--- src/rtl/hbr_pkg.sv ---
package hbr_pkg;
   localparam int unsigned HBR_WORDS  = 28;
   localparam int unsigned IDX_GENCFG = 1;
   localparam int unsigned IDX_EN_SET = 12;
   localparam int unsigned IDX_EN_CLR = 13;
   localparam int unsigned IDX_EN_VAL = 14;
   localparam int unsigned IDX_STATUS = 15;

   typedef enum logic [2:0] {
      K_NONE,
      K_PLAIN,
      K_GENCFG,
      K_EN_SET,
      K_EN_CLR,
      K_READONLY
   } hbr_kind_e;

   function automatic logic [31:0] hbr_default(input int unsigned idx);
      case (idx)
         0:       return 32'h0000_0C40;
         1:       return 32'h0000_1384;
         2:       return 32'h2BFF_8010;
         3:       return 32'h255E_0091;
         4:       return 32'h0000_6140;
         7:       return 32'h0000_01FF;
         8:       return 32'h0000_01FF;
         26:      return 32'h0000_0008;
         27:      return 32'h1000_0000;
         default: return 32'h0;
      endcase
   endfunction

   function automatic hbr_kind_e hbr_kind_of(input int unsigned idx);
      if (idx >= HBR_WORDS)                          return K_NONE;
      if (idx == IDX_GENCFG)                         return K_GENCFG;
      if (idx == IDX_EN_SET)                         return K_EN_SET;
      if (idx == IDX_EN_CLR)                         return K_EN_CLR;
      if (idx == IDX_EN_VAL || idx == IDX_STATUS)    return K_READONLY;
      return K_PLAIN;
   endfunction
endpackage

--- src/rtl/hbr_addr_decode.sv ---
module hbr_addr_decode
   import hbr_pkg::*;
#(
   parameter int unsigned ADDR_W = 8,
   parameter int unsigned IDX_W  = 5
) (
   input  logic [ADDR_W-1:0] addr,
   output logic [IDX_W-1:0]  idx,
   output logic              hit,
   output hbr_kind_e         kind
);
   localparam int unsigned WORD_W = ADDR_W - 2;

   logic [WORD_W-1:0] word;
   logic              aligned;
   logic              in_range;

   assign word     = addr[ADDR_W-1:2];
   assign aligned  = (addr[1:0] == 2'b00);
   assign in_range = (32'(word) < HBR_WORDS);
   assign hit      = aligned && in_range;
   assign idx      = word[IDX_W-1:0];
   assign kind     = hit ? hbr_kind_of(32'(word)) : K_NONE;
endmodule

--- src/rtl/hbr_reg_bank.sv ---
module hbr_reg_bank
   import hbr_pkg::*;
#(
   parameter int unsigned DATA_W = 32,
   parameter int unsigned IDX_W  = 5
) (
   input  logic                        clk,
   input  logic                        rst,
   input  logic                        wr_stb,
   input  logic [IDX_W-1:0]            idx,
   input  logic [DATA_W-1:0]           wr_data,
   output logic [HBR_WORDS*DATA_W-1:0] words_o
);
   for (genvar g = 0; g < HBR_WORDS; g++) begin : g_word
      if (g == IDX_EN_VAL || g == IDX_STATUS) begin : g_none
         assign words_o[g*DATA_W +: DATA_W] = '0;
      end else begin : g_store
         logic [DATA_W-1:0] q;
         always_ff @(posedge clk) begin
            if (rst)
               q <= DATA_W'(hbr_default(g));
            else if (wr_stb && idx == IDX_W'(g))
               q <= wr_data;
         end
         assign words_o[g*DATA_W +: DATA_W] = q;
      end
   end
endmodule

--- src/rtl/hbr_irq_enable.sv ---
module hbr_irq_enable #(
   parameter int unsigned DATA_W = 32
) (
   input  logic              clk,
   input  logic              rst,
   input  logic              set_stb,
   input  logic              clr_stb,
   input  logic [DATA_W-1:0] mask,
   output logic [DATA_W-1:0] en_o
);
   always_ff @(posedge clk) begin
      if (rst)
         en_o <= '0;
      else if (set_stb)
         en_o <= en_o | mask;
      else if (clr_stb)
         en_o <= en_o & ~mask;
   end
endmodule

--- src/rtl/hbr_reset_pulse.sv ---
module hbr_reset_pulse (
   input  logic clk,
   input  logic rst,
   input  logic cfg_wr,
   input  logic old_bit,
   input  logic new_bit,
   output logic pulse_o
);
   always_ff @(posedge clk) begin
      if (rst)
         pulse_o <= 1'b0;
      else
         pulse_o <= cfg_wr && !old_bit && new_bit;
   end
endmodule

--- src/rtl/hbr_ctl_regs.sv ---
module hbr_ctl_regs
   import hbr_pkg::*;
#(
   parameter int unsigned DATA_W  = 32,
   parameter int unsigned ADDR_W  = 8,
   parameter int unsigned RST_BIT = 2
) (
   input  logic                        clk,
   input  logic                        rst,
   input  logic [ADDR_W-1:0]           addr,
   input  logic                        wr_en,
   input  logic [DATA_W-1:0]           wr_data,
   input  logic                        rd_en,
   input  logic [DATA_W-1:0]           irq_status_i,
   output logic [DATA_W-1:0]           rd_data,
   output logic [DATA_W-1:0]           irq_enable_o,
   output logic [HBR_WORDS*DATA_W-1:0] cfg_o,
   output logic                        sys_reset_req_o
);
   localparam int unsigned IDX_W = $clog2(HBR_WORDS);

   if (DATA_W < 32) begin : g_bad_data_w
      $error("hbr_ctl_regs: DATA_W must be at least 32");
   end
   if (ADDR_W < IDX_W + 2) begin : g_bad_addr_w
      $error("hbr_ctl_regs: ADDR_W too small for the word count");
   end
   if (RST_BIT >= DATA_W) begin : g_bad_rst_bit
      $error("hbr_ctl_regs: RST_BIT outside the data word");
   end

   logic [IDX_W-1:0]            idx;
   logic                        hit;
   hbr_kind_e                   kind;
   logic [HBR_WORDS*DATA_W-1:0] bank_words;
   logic [DATA_W-1:0]           word_arr [HBR_WORDS];
   logic                        wr_hit;

   hbr_addr_decode #(.ADDR_W(ADDR_W), .IDX_W(IDX_W)) dec_i (
      .addr (addr),
      .idx  (idx),
      .hit  (hit),
      .kind (kind)
   );

   assign wr_hit = wr_en && hit;

   hbr_reg_bank #(.DATA_W(DATA_W), .IDX_W(IDX_W)) bank_i (
      .clk     (clk),
      .rst     (rst),
      .wr_stb  (wr_hit),
      .idx     (idx),
      .wr_data (wr_data),
      .words_o (bank_words)
   );

   hbr_irq_enable #(.DATA_W(DATA_W)) en_i (
      .clk     (clk),
      .rst     (rst),
      .set_stb (wr_en && kind == K_EN_SET),
      .clr_stb (wr_en && kind == K_EN_CLR),
      .mask    (wr_data),
      .en_o    (irq_enable_o)
   );

   hbr_reset_pulse rp_i (
      .clk     (clk),
      .rst     (rst),
      .cfg_wr  (wr_en && kind == K_GENCFG),
      .old_bit (bank_words[IDX_GENCFG*DATA_W + RST_BIT]),
      .new_bit (wr_data[RST_BIT]),
      .pulse_o (sys_reset_req_o)
   );

   always_comb begin
      cfg_o = bank_words;
      cfg_o[IDX_EN_VAL*DATA_W +: DATA_W] = irq_enable_o;
   end

   for (genvar g = 0; g < HBR_WORDS; g++) begin : g_arr
      assign word_arr[g] = cfg_o[g*DATA_W +: DATA_W];
   end

   always_ff @(posedge clk) begin
      if (rst || !rd_en) begin
         rd_data <= '0;
      end else begin
         case (kind)
            K_NONE:     rd_data <= '0;
            K_READONLY: rd_data <= (32'(idx) == IDX_STATUS) ? irq_status_i : irq_enable_o;
            default:    rd_data <= word_arr[idx];
         endcase
      end
   end
endmodule

--- config.mk ---
export PLATFORM = sky130hd
export DESIGN_NAME = hbr_ctl_regs
export DESIGN_NICKNAME = d
export VERILOG_FILES = /design/src/rtl/hbr_pkg.sv /design/src/rtl/hbr_addr_decode.sv /design/src/rtl/hbr_reg_bank.sv /design/src/rtl/hbr_irq_enable.sv /design/src/rtl/hbr_reset_pulse.sv /design/src/rtl/hbr_ctl_regs.sv
export SDC_FILE = /design/constraint.sdc
export NUM_CORES = 2
export LEC_CHECK = 0
export CAP_MARGIN = 40
export CORE_AREA = 3 3 406 408
export CTS_CLUSTER_DIAMETER = 60
export DETAILED_ROUTE_END_ITERATION = 6
export DIE_AREA = 0 0 409 411
export HOLD_SLACK_MARGIN = 0.1
export PLACE_DENSITY_LB_ADDON = 0.3
export SYNTH_ARGS = -nofsm -noshare
export SYNTH_HDL_FRONTEND = slang
export SYNTH_SLANG_ARGS = --single-unit
--- constraint.sdc ---
create_clock -name clk -period 2.55 [get_ports clk]
set_input_delay 0.51 -clock clk [delete_from_list [all_inputs] [get_ports clk]]
set_output_delay 0.51 -clock clk [all_outputs]
set_load 0.1 [all_outputs]
# After elaboration in Yosys (flattened, before gate mapping)
# Cells that the tools add are included.
dict set report op_classes {
  n_reduce_logical 41
  n_lt_le_gt_ge 3
  n_eq_ne 35
  mux 33
  bitwise 4
}
# op count
set ops {}
lappend ops {{32-bit binary-select mux with 5-bit select} 1}
lappend ops {{32-bit 2-to-1 mux} 5}
lappend ops {{32-bit one-hot mux with 2 select lines} 1}
lappend ops {{5-bit == test (second input constant)} 12}
lappend ops {{5-bit by 4-bit == test with 1-bit output (second input constant)} 7}
lappend ops {{1-bit logical AND} 33}
lappend ops {{3-bit 2-to-1 mux} 11}
lappend ops {{32-bit AND} 1}
lappend ops {{32-bit NOT} 1}
lappend ops {{32-bit bitwise OR} 1}
lappend ops {{6-bit by 4-bit == test with 1-bit output (second input constant)} 4}
lappend ops {{5-bit by 3-bit == test with 1-bit output (second input constant)} 4}
lappend ops {{1-bit 2-to-1 mux} 15}
lappend ops {{5-bit by 2-bit == test with 1-bit output (second input constant)} 2}
lappend ops {{3-bit by 2-bit == test with 1-bit output (second input constant)} 2}
lappend ops {{3-bit == test (second input constant)} 2}
lappend ops {{6-bit by 1-bit == test with 1-bit output (second input constant)} 1}
lappend ops {{6-bit by 5-bit greater-or-equal comparator with 1-bit output (second input constant)} 1}
lappend ops {{6-bit greater-or-equal comparator (second input constant)} 1}
lappend ops {{6-bit by 5-bit < comparator with 1-bit output (second input constant)} 1}
lappend ops {{5-bit NOT with 6-bit output} 1}
lappend ops {{5-bit by 1-bit == test with 1-bit output (second input constant)} 1}
lappend ops {{5-bit logical NOT} 1}
lappend ops {{3-bit logical NOT} 1}
lappend ops {{other kinds (4)} 6}
dict set report word_totals {
  regBits 897
}

# Depth between registers and ports, before layout
dict set report depth {
  ltp_word 22
  mapped_depth 9
  ltp_nobuf 5
}

# Hierarchy
# A second synthesis with hierarchy kept.
dict set report unflattened {
  hier_cells 3947
  hier_area_um2 42726.0
}
# module seq_area_each_um2 cells_each instances area_per_inst_um2
set modules_own_cells {}
lappend modules_own_cells {hbr_reg_bank 16656.0 2931 1 32237.2}
lappend modules_own_cells {hbr_ctl_regs 640.6 858 1 8911.0}
lappend modules_own_cells {hbr_irq_enable 640.6 137 1 1410.1}
lappend modules_own_cells {hbr_addr_decode 0.0 19 1 135.1}
lappend modules_own_cells {hbr_reset_pulse 20.0 2 1 32.5}

# Worst setup path before layout
# No wires, ideal clock.
dict set report synth_timing {
  kind {in2reg}
  start {input port addr[3]}
  end {register rd_data[10]}
  setup_slack_ns 0.348
  path_stages 8
  n_path_buf 3
  required_ns 2.421
  t_arrival_ns 2.073
  path_cell_list {buf_2 -> buf_2 -> buf_1 -> mux2_2 -> a221oi_1 -> o211ai_1 -> nand3_1 -> o21ai_0}
}
dict set report synth_between {
  elab_chain_cells 15
}
# item line
set synth_rtl {}
lappend synth_rtl {{start: declaration} hbr_ctl_regs.sv:10} ;# input logic [ADDR_W-1:0] addr,
lappend synth_rtl {{6-bit by 4-bit == test with 1-bit output} hbr_pkg.sv:38} ;# if (idx == IDX_EN_VAL || idx == IDX_STATUS) return K_READONLY;
lappend synth_rtl {{1-bit logical OR} hbr_pkg.sv:38}
lappend synth_rtl {{1-bit 2-to-1 mux (2 in series)} hbr_pkg.sv:38}
lappend synth_rtl {{1-bit 2-to-1 mux} hbr_pkg.sv:37} ;# if (idx == IDX_EN_CLR) return K_EN_CLR;
lappend synth_rtl {{1-bit 2-to-1 mux} hbr_pkg.sv:36} ;# if (idx == IDX_EN_SET) return K_EN_SET;
lappend synth_rtl {{1-bit 2-to-1 mux} hbr_pkg.sv:35} ;# if (idx == IDX_GENCFG) return K_GENCFG;
lappend synth_rtl {{3-bit 2-to-1 mux} hbr_pkg.sv:39} ;# return K_PLAIN;
lappend synth_rtl {{3-bit 2-to-1 mux} hbr_pkg.sv:38}
lappend synth_rtl {{3-bit 2-to-1 mux} hbr_pkg.sv:37}
lappend synth_rtl {{3-bit 2-to-1 mux} hbr_pkg.sv:36}
lappend synth_rtl {{3-bit 2-to-1 mux} hbr_pkg.sv:35}
lappend synth_rtl {{3-bit 2-to-1 mux} hbr_addr_decode.sv:23} ;# assign kind = hit ? hbr_kind_of(32'(word)) : K_NONE;
lappend synth_rtl {{3-bit == test / 3-bit logical NOT (equally long branches)} hbr_ctl_regs.sv:88} ;# case (kind)
lappend synth_rtl {{32-bit one-hot mux with 2 select lines (*)} hbr_ctl_regs.sv:88}
lappend synth_rtl {{end signal: assignment} hbr_ctl_regs.sv:90} ;# K_READONLY: rd_data <= (32'(idx) == IDX_STATUS) ? irq_status_i : irq_enable_o;
lappend synth_rtl {{end signal: assignment} hbr_ctl_regs.sv:91} ;# default: rd_data <= word_arr[idx];
lappend synth_rtl {{end: declaration} hbr_ctl_regs.sv:15} ;# output logic [DATA_W-1:0] rd_data,
# Mark *: on every way between the ends. The rest lies on a longest branch, timed or not. The select of a mux whose other input is x is not followed.
# A chain may end at the register's enable or synchronous reset.

==> impl_metrics.ini <==
[outcome]
status = complete, but fails checks
violations = DRC

[critical_path]
cp_slowest_stage_delay_ps = 660
crit_path_end_kind = output port
critical_path.cell_chain = buf_4
r2r_setup_slack_ps = 440
r2r_start = bank_i.g_word[7].g_store.q[12]
timing_worst_setup_path_type = flop to output port
cp_top_family = flip-flops
critPathRequiredTime_ps = 2040
cp_slowest_cell = dfxtp_1
reg2reg_to = rd_data[12]
worst_r2r_path_depth = 5
cp-start-kind = flop
crit_buf_inv = 1
arrival_ps = 1760
worstPathMaxFanout = 5

[synthesis]
synthTopCellsByArea = dfxtp_1 46%, nand2_1 17%, mux4_2 11%, a21oi_1 10%, clkbuf_1 3.4%
ys_seq_area_frac = 0.462
synth_top_area_cell = dfxtp_1
syn_area_um2 = 38800
ys_types = 45
avgSynthCellArea_um2 = 8.34
synth_top_area_frac = 0.462
yosysMostFrequentCell = nand2_1
yosys_warnings = 0
ys_seq_elements = 897
synthFlopType = dfxtp_1
synth-edff-count = 0
syn_inst = 4658
async_flop_share = 0
synth_common_cells = 1804 x nand2_1, 897 x dfxtp_1, 809 x a21oi_1

[timing]
worst_pin_slew_ps = 938
slew_violations = 0
max_slew_margin = 0.374
fmax_mhz = 441
clock-skew-final_ps = 103
timing.final.hold_violations = 0
layout_min_cycle_time_ps = 2270
fin_crit_sh = 0.889
final-setup-viol-count = 0
rsz0062_at_grt = false

[worst_hold_path]
whs_path_depth = 3
hold_path_class = primary input to flop
hp-start = wr_data[5]
min_to = bank_i.g_word[0].g_store.q[5]

[power_and_ir_drop]
clockPowerShare = 0.499
p_int_mw = 24.4
leakage_nw = 21.1
switching_share = 0.264
pwr-share-comb = 0.077
netSwitchingPower_mw = 8.75
power_density_nw_per_um2 = 600
ir_drop_mv = 0.591
p_seq_frac = 0.423

[die]
die_h_um = 411
start_util = 0.240
fp.dieW_um = 409
dieArea_um2 = 168000
core_um2 = 162000
ioPinCount = 1037
core.rowCount = 148

[global_routing]
grt_pass1_vias = 37620
grt_use_total = 0.277
grt_max_degree = 170
antenna_found_initial = 18
grt_pass1_wl_mm = 327
grt.overflow.total = 0

[drt]
drt-total-wl_mm = 244
drc = 14
drtPass1Iterations = 7
drt-vias-per-instance = 5.07
num_vias = 40148
drt-initial-drc-count = 4621
ant_nets = 0
wire_per_inst_um = 30.8

[finish]
drive_gt1_frac = 0.310
syn_to_final_growth_pct = 42.3
finalNonFillerCells = 7926
fin_area_um2 = 55300
n_fill_cell = 16807
layout.nets = 5726

[place]
place_inst = 7708
post_dp_cell_area_um2 = 51400
post-dp-hpwl_mm = 182
gp_congestion = 0.902
io_buffers = 1004

[cts]
cts_setup_buffers = 0
clk_path_buf_depth = 3
clkSinkCount = 897
cts_tree = yes
cts_buffers = 112
clk_latency_ps = 800
clkTransAtPathRegs_ps = 60
cts.root.buffer_cell = clkbuf_16
htreeDepth = 3

[flow_run]
maxCapViolCount = 0
==> what timing repair did <==
action                    4_1_cts  5_1_grt
hold buffers                    3        0
hold endpoints to repair        9        0
gates resized for setup         0        0
==> layout by cell type (no fill, tap or decap), types with 15 or more instances in the layout <==
master | Yosys | layout
mux2_2 | 21 | 21
clkinv_2 | 0 | 15
dfxtp_1 | 897 | 897
nor2_1 | 28 | 18
mux4_2 | 192 | 192
a21oi_1 | 809 | 809
mux2i_1 | 105 | 105
o21ai_0 | 27 | 27
clkbuf_16 | 0 | 113
clkdlybuf4s50_1 | 0 | 39
nand3_1 | 38 | 25
nand3b_1 | 58 | 58
buf_2 | 94 | 30
buf_12 | 0 | 117
clkbuf_1 | 348 | 28
clkbuf_8 | 0 | 18
buf_4 | 65 | 1171
conb_1 | 1 | 32
nand2_1 | 1804 | 1792
a221oi_1 | 21 | 21
o211ai_1 | 62 | 62
==> flip-flops by register name (all words and copies together) (netlist names), named ones only <==
| register | flops |
|---|---|
| rp_i.pulse_o | 1 |
| rd_data | 32 |
| bank_i.g_word.g_store.q | 832 |
==> stage by stage <==
stage	hold WS (ps)	power, mW	setup WS [ps]	TNS (ps)	util
after detailed placement	461	16.9	-504	-97010	0.317
after CTS	110	33.4	209	0	0.341
after global routing	145	34.0	231	0	0.341
after floorplan	476	15.7	348	0	-
after global placement	455	16.9	-557	-74630	0.317
final	171	33.2	284	0	0.341
==> cell type report <==
cell class                      instances  area (um^2)  area share
Timing Repair Buffer                 1365        11800       0.213
Multi-Input combinational cell       3274        19000       0.343
Sequential cell                       897        18000       0.325
Clock buffer                          159         3180      0.0575
Tap cell                             2175         2720      0.0492
Antenna cell                           11         27.5    0.000498
Clock inverter                         45          662      0.0120
==> kinds of logic (layout without fill, tap and decap cells) <==
| kind of cell | count (synthesis) | in the layout | share of synthesized area |
|---|---|---|---|
| AO/OA/AOI/OAI | 947 | 947 | 0.130 |
| AND/OR/NAND/NOR | 1977 | 1977 | 0.203 |
| buffers and inverters | 518 | 1569 | 0.0599 |
| flip-flops | 897 | 897 | 0.462 |
| multiplexers | 318 | 318 | 0.144 |
| other | 1 | 43 | 0.0000965 |
==> power groups by stage <==
stage	Clock, mW	Sequential [mW]	Combinational, mW
after floorplan	0	14.5	1.20
final	16.6	14.1	2.56
after global placement	0	14.4	2.56
after global routing	17.3	14.1	2.64
after CTS	16.8	14.1	2.57
after detailed placement	0	14.4	2.56
==> metal layers <==
| layer | wire length, um | global-route usage | vias up |
|---|---|---|---|
| li1 | - | - | 17587 |
| met1 | 95200 | 0.340 | 19849 |
| met2 | 115000 | 0.457 | 2338 |
| met3 | 23300 | 0.0765 | 374 |
| met4 | 10300 | 0.111 | 0 |
| met5 | 0 | 0 | - |
==> how the worst max path moves through the flow <==
stage / from / endpoint / cells after the start / slack [ps]
finish: flop / irq_enable_o[31] / 1 / 280
global route: flop / cfg_o[479] / 1 / 230
CTS: flop / irq_enable_o[31] / 1 / 210
detailed placement: addr[3] / rd_data[5] / 9 / -500
global placement: addr[3] / rd_data[5] / 9 / -560
floorplan: addr[3] / rd_data[10] / 8 / 350
Note: power is estimated with default switching activity, not from simulation.
